--- src/rtl/synth_pkg.sv ---
package synth_pkg;
  typedef struct packed {
    logic route;
    logic cp_float;
    logic amp_off;
  } tctl_t;
endpackage

--- src/rtl/ref_divider.sv ---
module ref_divider #(
  parameter int unsigned DIV = 512
) (
  input  logic clk,
  input  logic rst,
  output logic tick_o
);
  localparam int unsigned W = (DIV < 2) ? 1 : $clog2(DIV);
  localparam bit POW2 = ((DIV & (DIV - 1)) == 0);

  logic [W-1:0] cnt;

  generate
    if (POW2) begin : g_wrap
      // power of two: free-running wrap, terminal is all ones
      always_ff @(posedge clk) begin
        if (rst) begin
          cnt    <= '0;
          tick_o <= 1'b0;
        end else begin
          cnt    <= cnt + W'(1);
          tick_o <= (cnt == {W{1'b1}});
        end
      end
    end else begin : g_cmp
      always_ff @(posedge clk) begin
        if (rst) begin
          cnt    <= '0;
          tick_o <= 1'b0;
        end else if (cnt == W'(DIV - 1)) begin
          cnt    <= '0;
          tick_o <= 1'b1;
        end else begin
          cnt    <= cnt + W'(1);
          tick_o <= 1'b0;
        end
      end
    end
  endgenerate
endmodule

--- src/rtl/loop_divider.sv ---
module loop_divider #(
  parameter int unsigned NB = 15
) (
  input  logic          clk,
  input  logic          rst,
  input  logic          rf_pulse,
  input  logic [NB-1:0] n_word,
  output logic          tick_o
);
  logic [NB-1:0] cnt;
  logic [NB-1:0] n_act;
  logic [NB-1:0] term;

  // ratios 0 and 1 collapse to divide-by-one
  always_comb term = (n_act <= NB'(1)) ? '0 : n_act - NB'(1);

  always_ff @(posedge clk) begin
    if (rst) begin
      cnt    <= '0;
      n_act  <= n_word;
      tick_o <= 1'b0;
    end else begin
      tick_o <= 1'b0;
      if (rf_pulse) begin
        if (cnt == term) begin
          cnt    <= '0;
          tick_o <= 1'b1;
          n_act  <= n_word;   // reload only at terminal count
        end else begin
          cnt <= cnt + NB'(1);
        end
      end
    end
  end
endmodule

--- src/rtl/pfd.sv ---
module pfd (
  input  logic clk,
  input  logic rst,
  input  logic hold,
  input  logic ref_tick,
  input  logic div_tick,
  output logic up_o,
  output logic dn_o
);
  logic nxt_up, nxt_dn, coincide;

  always_comb begin
    nxt_up   = up_o | ref_tick;
    nxt_dn   = dn_o | div_tick;
    coincide = nxt_up & nxt_dn;
  end

  always_ff @(posedge clk) begin
    if (rst || hold) begin
      up_o <= 1'b0;
      dn_o <= 1'b0;
    end else begin
      up_o <= nxt_up & ~coincide;
      dn_o <= nxt_dn & ~coincide;
    end
  end
endmodule

--- src/rtl/lock_detector.sv ---
module lock_detector #(
  parameter int unsigned WIN = 4,
  parameter int unsigned CYC = 8
) (
  input  logic clk,
  input  logic rst,
  input  logic active,
  input  logic cmp_tick,
  output logic lock_o
);
  localparam int unsigned WW = $clog2(WIN + 1) + 1;
  localparam int unsigned GW = $clog2(CYC) + 1;

  logic [WW-1:0] wcnt;
  logic [GW-1:0] good;
  logic          wide;
  logic          over;

  // pulse has now been high for WIN+1 clocks
  always_comb over = active && (wcnt == WW'(WIN));

  always_ff @(posedge clk) begin
    if (rst) begin
      wcnt <= '0;
    end else if (!active) begin
      wcnt <= '0;
    end else if (wcnt != WW'(WIN)) begin
      wcnt <= wcnt + WW'(1);
    end
  end

  always_ff @(posedge clk) begin
    if (rst) begin
      good   <= '0;
      wide   <= 1'b0;
      lock_o <= 1'b0;
    end else if (over) begin
      good   <= '0;
      wide   <= 1'b1;
      lock_o <= 1'b0;
    end else if (cmp_tick) begin
      wide <= 1'b0;
      if (wide) begin
        good <= '0;
      end else if (good == GW'(CYC - 1)) begin
        lock_o <= 1'b1;
      end else begin
        good <= good + GW'(1);
      end
    end
  end
endmodule

--- src/rtl/synth_loop_core.sv ---
module synth_loop_core #(
  parameter int unsigned REF_DIV     = 512,
  parameter int unsigned N_BITS      = 15,
  parameter int unsigned LOCK_WIN    = 4,
  parameter int unsigned LOCK_CYCLES = 8
) (
  input  logic              clk,
  input  logic              rst,
  input  logic              rf_pulse,
  input  logic [N_BITS-1:0] n_word,
  input  logic              tst_route,
  input  logic              cp_float,
  input  logic              amp_off,
  output logic              pump_up,
  output logic              pump_dn,
  output logic              pump_hiz,
  output logic              lock_flag,
  output logic              probe_ref,
  output logic              probe_div,
  output logic              vdrive_off
);
  import synth_pkg::*;

  tctl_t ctl;
  logic  ref_tick, div_tick;

  always_comb ctl = '{route: tst_route, cp_float: cp_float, amp_off: amp_off};

  ref_divider #(.DIV(REF_DIV)) u_ref (
    .clk(clk), .rst(rst), .tick_o(ref_tick)
  );

  loop_divider #(.NB(N_BITS)) u_loop (
    .clk(clk), .rst(rst), .rf_pulse(rf_pulse), .n_word(n_word), .tick_o(div_tick)
  );

  pfd u_pfd (
    .clk(clk), .rst(rst), .hold(ctl.cp_float),
    .ref_tick(ref_tick), .div_tick(div_tick),
    .up_o(pump_up), .dn_o(pump_dn)
  );

  lock_detector #(.WIN(LOCK_WIN), .CYC(LOCK_CYCLES)) u_lock (
    .clk(clk), .rst(rst), .active(pump_up | pump_dn),
    .cmp_tick(ref_tick), .lock_o(lock_flag)
  );

  always_ff @(posedge clk) begin
    if (rst) begin
      pump_hiz   <= 1'b0;
      probe_ref  <= 1'b0;
      probe_div  <= 1'b0;
      vdrive_off <= 1'b0;
    end else begin
      pump_hiz   <= ctl.cp_float;
      probe_ref  <= ctl.route & ref_tick;
      probe_div  <= ctl.route & div_tick;
      vdrive_off <= ctl.amp_off;
    end
  end
endmodule

--- config.mk ---
export PLATFORM = sky130hd
export DESIGN_NAME = synth_loop_core
export DESIGN_NICKNAME = d
export VERILOG_FILES = /design/src/rtl/synth_pkg.sv /design/src/rtl/ref_divider.sv /design/src/rtl/loop_divider.sv /design/src/rtl/pfd.sv /design/src/rtl/lock_detector.sv /design/src/rtl/synth_loop_core.sv
export SDC_FILE = /design/constraint.sdc
export NUM_CORES = 1
export LEC_CHECK = 0
export ABC_AREA = 1
export BUFFER_PORTS_ARGS = -buffer_cell sky130_fd_sc_hd__buf_2
export CAP_MARGIN = 20
export CORE_UTILIZATION = 35
export DETAILED_ROUTE_END_ITERATION = 10
export SKIP_LAST_GASP = 1
export SYNTH_ARGS = -nofsm -noshare
export SYNTH_HDL_FRONTEND = slang
export SYNTH_SLANG_ARGS = --single-unit
--- constraint.sdc ---
create_clock -name clk -period 2.5 [get_ports clk]
set_clock_uncertainty 0.05 [all_clocks]
set_input_delay 0.25 -clock clk [delete_from_list [all_inputs] [get_ports clk]]
set_output_delay 0.25 -clock clk [all_outputs]
set_load 0.005 [all_outputs]
### Word-level counts from Yosys, hierarchy flattened

Cells that the tools add are included.
W data, S select, Z words.

| storage, ports and cells | value |
|---|---|
| flip-flop bits (word level) | 57 |
| input port bits | 21 |
| logic and storage cells | 60 |

| operators by class | value |
|---|---|
| $add $sub $neg | 5 |
| magnitude comparators | 1 |
| equal/unequal tests | 6 |
| multiplexer cells | 10 |
| bitwise logic cells | 12 |
| reductions and logical operators | 11 |

Operators by type and width:

| operator | number |
|---|---|
| $mux W15 | 5 |
| $add A15 B1 Y15 const B | 1 |
| $eq A15 B15 Y1 | 1 |
| $le A15 B1 Y1 const B | 1 |
| $sub A15 B1 Y15 const B | 1 |
| $add A9 B1 Y9 const B | 1 |
| $eq A9 B9 Y1 const B | 1 |
| $add A4 B1 Y4 const B | 2 |
| $eq A4 B3 Y1 const B | 2 |
| $mux W4 | 2 |
| $reduce_bool A2 Y1 | 3 |
| $reduce_or A2 Y1 | 3 |
| $and A1 B1 Y1 | 5 |
| $ne A4 B3 Y1 const B | 1 |
| $not A1 Y1 | 4 |
| $reduce_and A2 Y1 | 2 |
| $mux W1 | 3 |
| $or A1 B1 Y1 | 3 |
| $reduce_and A3 Y1 | 1 |
| $ne A2 B1 Y1 const B | 1 |
| $logic_and A1 B1 Y1 | 1 |
| $logic_or A1 B1 Y1 | 1 |

### Logic depth before layout (Yosys ltp)

| logic depth | value |
|---|---|
| depth after elaboration | 6 |
| mapped depth | 18 |

### Hierarchy

Synthesis repeated with hierarchy kept, for this count alone.

| second synthesis, totals | value |
|---|---|
| cells, all modules | 426 |
| area total of the unflattened synthesis | 3178.0 um2 |

By module, submodules not included:

| module | instances | cells an instance | area an instance (um2) | seq. area each (um2) |
|---|---|---|---|---|
| loop_divider | 1 | 284 | 2092.0 | 770.7 |
| lock_detector | 1 | 65 | 484.2 | 200.2 |
| ref_divider | 1 | 55 | 411.6 | 200.2 |
| synth_loop_core | 1 | 13 | 116.4 | 80.1 |
| pfd | 1 | 9 | 73.8 | 40.0 |

### Worst setup path before layout

No wires, ideal clock.

| timing path | value |
|---|---|
| path kind | register to register |
| from | register u_loop.n_act[0] |
| to | register u_loop.n_act[0], enable pin |
| data arrival time | 1.911 ns |
| required time | 2.139 ns |
| slack | 0.228 ns |
| stages on the path, launching flop included | 15 |
| buffers on the path | 1 |
| period minus slack after synthesis | 2.272 ns |
| cell sequence | edfxtp_1 > inv_1 > ha_1 > nand2_1 > nor2_2 > xor2_1 > nand2_1 > nand2_1 > nand2_1 > nor2_1 > nand2_1 > nor2_2 > nand3_2 > nand2_4 > buf_8 |

| on the way | value |
|---|---|
| cells in the longest elaborated chain, start to end | 5 |
| elaborated cells on any way between the ends | 6 |
| classes of those cells | add/sub (1); order compare (1); eq/ne (1); mux (1); reduce/logical (2) |

Ends and longest elaborated chain:

| item | line | RTL |
|---|---|---|
| from (decl) | loop_divider.sv:11 | `logic [NB-1:0] n_act;` |
| from (signal assigned) | loop_divider.sv:20 | `n_act <= n_word;` |
| from (signal assigned) | loop_divider.sv:28 | `n_act <= n_word;` |
| $sub A15 B1 Y15 / $le A15 B1 Y1 (equally long branches) | loop_divider.sv:15 | `always_comb term = (n_act <= NB'(1)) ? '0 : n_act - NB'(1);` |
| $mux W15 (*) | loop_divider.sv:15 |  |
| $eq A15 B15 Y1 (*) | loop_divider.sv:25 | `if (cnt == term) begin` |
| $reduce_bool A2 Y1 (no source line) (*) | -- |  |
| $reduce_and A2 Y1 (no source line) (*) | -- |  |

Every way passes the cells marked *; elsewhere a longest branch is shown, timed or not.
A chain may end at the register's enable or synchronous reset.

### Worst setup path after layout

| timing path | value |
|---|---|
| from | register u_loop.n_act[7] |
| to | register u_loop.n_act[13], enable pin |

Same word-level chain as after synthesis.

==> run metrics <==
Cells after Synth 394; HPWL Detailed 4490 um; setup tns final 0 ps; CTS Buffer Depth 2; Avg Cell Area, Syn 7.56 um2; global-route wire length before repair 10600 um; Synth-to-Final Area Change 27.2%; Finished Cell Area 0.00379 mm2; Worst Path Required 2490 ps; RSZ-0062 raised after global routing yes; sw frac 25.3%; CP peak stage delay 510 ps; Die Wd 94.3 um; GRT Overall Usage 15.6%; sequential element share of the synthesized area 43.3%; layout cells sized above 1 25.7%; CTS H-tree lvls 3; Worst setup startpoint u_loop.n_act[7]; # diodes 0; CP max FO 18; R2R Path End u_loop.n_act[13]; Worst Setup EP u_loop.n_act[13]; CTS tree done; die area 0.00889 mm2; total I/O pin count 28; worst flop-to-flop path startpoint u_loop.n_act[7]; router iterations before antenna repair 4; final setup fails 0; CP dominant cell by count nand2_2; drt initial violations 105; syn_nets 423; die height 94.3 um; Worst-Margin Slew 578 ps; ys async rst share 0%; Switch Pwr 0.000518 W; Nets 485; gpl congestion 0.885; R2R setup slack 20 ps; Yosys reg bits 57; CTS Root Cell clkbuf_8; Post-CTS Hold Buffers 0; Total Power 0.00205 W; initial antenna violation count 0; register share of total power 49.3%; relative slew slack 61.4%; cell area power density 539 mW/mm2; ANT nets after route 0; Synth area leader dfxtp_1; Slowest cell on crit path edfxtp_1; top-count cell post-synth nand2_1; top cells by count, synth nand2_1, nor2_1, inv_1; Hold Path Class primary input to flop; initial core utilization 36.3%; Gate power share 10.8%; max-cap violation count 0; reg2reg path depth 14; CP cell instances nor2_4 -> nand2_2 -> nor2_2 -> nand2_2 -> nand2_4 -> inv_4 -> nand3_1 -> nand2_1 -> nor2_2 -> nand2_2 -> nor2_4 -> nand3_4 -> buf_6 -> nand2_8; CP Class flop to flop; Area after DPL 0.00327 mm2; critical path startpoint category flop; Port Buf Inserts 27; Num CTS Buffers 9; peak supply drop 306 uV; Final period util 99.2%; DRC viols 0; Int Power 0.00153 W; Yosys cell types 33; YS warnings 0; CTS Sinks 57; main flop type after synthesis dfxtp_1; status completed; DR WL/cell 11.6 um; worst hold margin 29.5 ps; via count 2661; core area 0.00822 mm2; row cnt 33; cells taking the most area after synthesis dfxtp_1, edfxtp_1, nand2_1, nor2_1, inv_1; Clock Pin Slew Worst Setup and Hold Paths 70 ps; Final min period 2480 ps; area share of the largest cell type after synthesis 28.2%; vias per std cell 4.71; pins over their slew limit 0; Routed WL 6570 um; Netlist Area Pre-Place 0.00298 mm2; Clk Latency, worst-skew pair 340 ps; CP arrival 2470 ps; Fin. Hold Viols 0; Layout fillers 773; Pleak 1.59 nW; clock network power share 39.9%; number of global-route vias before repair 2306; global route overflow 0; largest net degree at the start of global routing 19; crit end category flop; fmax 403 MHz; EDFF count, synth 15
[metrics by stage]
stage / util, % / setup slack [ps] / std cells
after floorplan: - / 228 / 394
after global placement: 39.8 / -21.4 / 530
after detailed placement: 39.8 / -88.6 / 530
after CTS: 42.4 / 3.66 / 546
after global routing: 46.1 / -112 / 565
final: 46.1 / 21.1 / 565
[how the worst min path moves through the flow]
stage | slack (ps) | to | cells after the start | start
after floorplan | 300 | u_loop.n_act[0] | 0 | n_word[0]
after global placement | 380 | u_loop.n_act[7] | 1 | n_word[7]
after global routing | 20 | u_loop.n_act[9] | 1 | n_word[9]
final | 30 | u_loop.n_act[9] | 1 | n_word[9]
after CTS | 20 | u_loop.n_act[9] | 1 | n_word[9]
after detailed placement | 380 | u_loop.n_act[14] | 1 | n_word[14]
[cell type report]
cell class | count | area, um2 | share of cell area, %
Multi-Input combinational cell | 283 | 1620 | 42.6
Sequential cell | 57 | 1290 | 34.1
Timing Repair Buffer | 54 | 377 | 9.93
Inverter | 51 | 194 | 5.12
Tap cell | 105 | 131 | 3.47
Clock buffer | 9 | 124 | 3.27
Clock inverter | 6 | 57.6 | 1.52
[cells by family after synthesis]
family,Yosys count,share of synthesized area [%]
flip-flops,57,43.3
adder cells (fa/ha/maj),8,3.36
buffers and inverters,56,7.81
AND/OR/NAND/NOR,218,33.2
XOR/XNOR,19,5.58
AO/OA/AOI/OAI,36,6.76
[worst max-delay path: cells and delay by family, from the launching register on]
family                 cells  cell delay (ps)
buffers and inverters      2              250
flip-flops                 1              510
AND/OR/NAND/NOR           12             1330
[power groups by stage]
stage	Combinational, W	Sequential (W)	Clock, W
floorplan	0.000120	0.00102	0
global placement	0.000164	0.00103	0
detailed placement	0.000167	0.00103	0
CTS	0.000172	0.00101	0.000841
global route	0.000246	0.00101	0.000881
finish	0.000221	0.00101	0.000815
[cell usage in the layout, fill, tap and decap left out, drive strengths merged, types with 3 or more instances in the layout]
cell    count
xor2       16
o21bai      4
clkbuf      9
ha          8
nand2     103
nand3b      7
inv        53
nand3      20
nor3        4
nor4        5
a21oi      16
edfxtp     15
buf        54
clkinv      3
o21ai      12
xnor2       3
dfxtp      42
nand4       6
nor2       72
[timing repair]
action                     CTS  global route
pin swaps                    2            25
resized for setup            3            43
cloned                       1             1
setup endpoints to repair   25            29
setup buffers                0            18
[routing by layer]
layer,GRT usage (%),routed length [um]
met5,0,0
met2,24.5,3130
met4,7.69,131
met1,19.9,3030
met3,3.48,272
[registers in the layout, summed over array words and instances (netlist names)]
name	cells
u_lock.lock_o	1
u_ref.cnt	9
u_loop.cnt	15
u_pfd.up_o	1
probe_ref	1
pump_hiz	1
u_pfd.dn_o	1
u_loop.n_act	15
vdrive_off	1
u_lock.wcnt	4
u_lock.good	4
u_lock.wide	1
probe_div	1
u_loop.tick_o	1
u_ref.tick_o	1
Note: power is estimated with default switching activity, not from simulation.
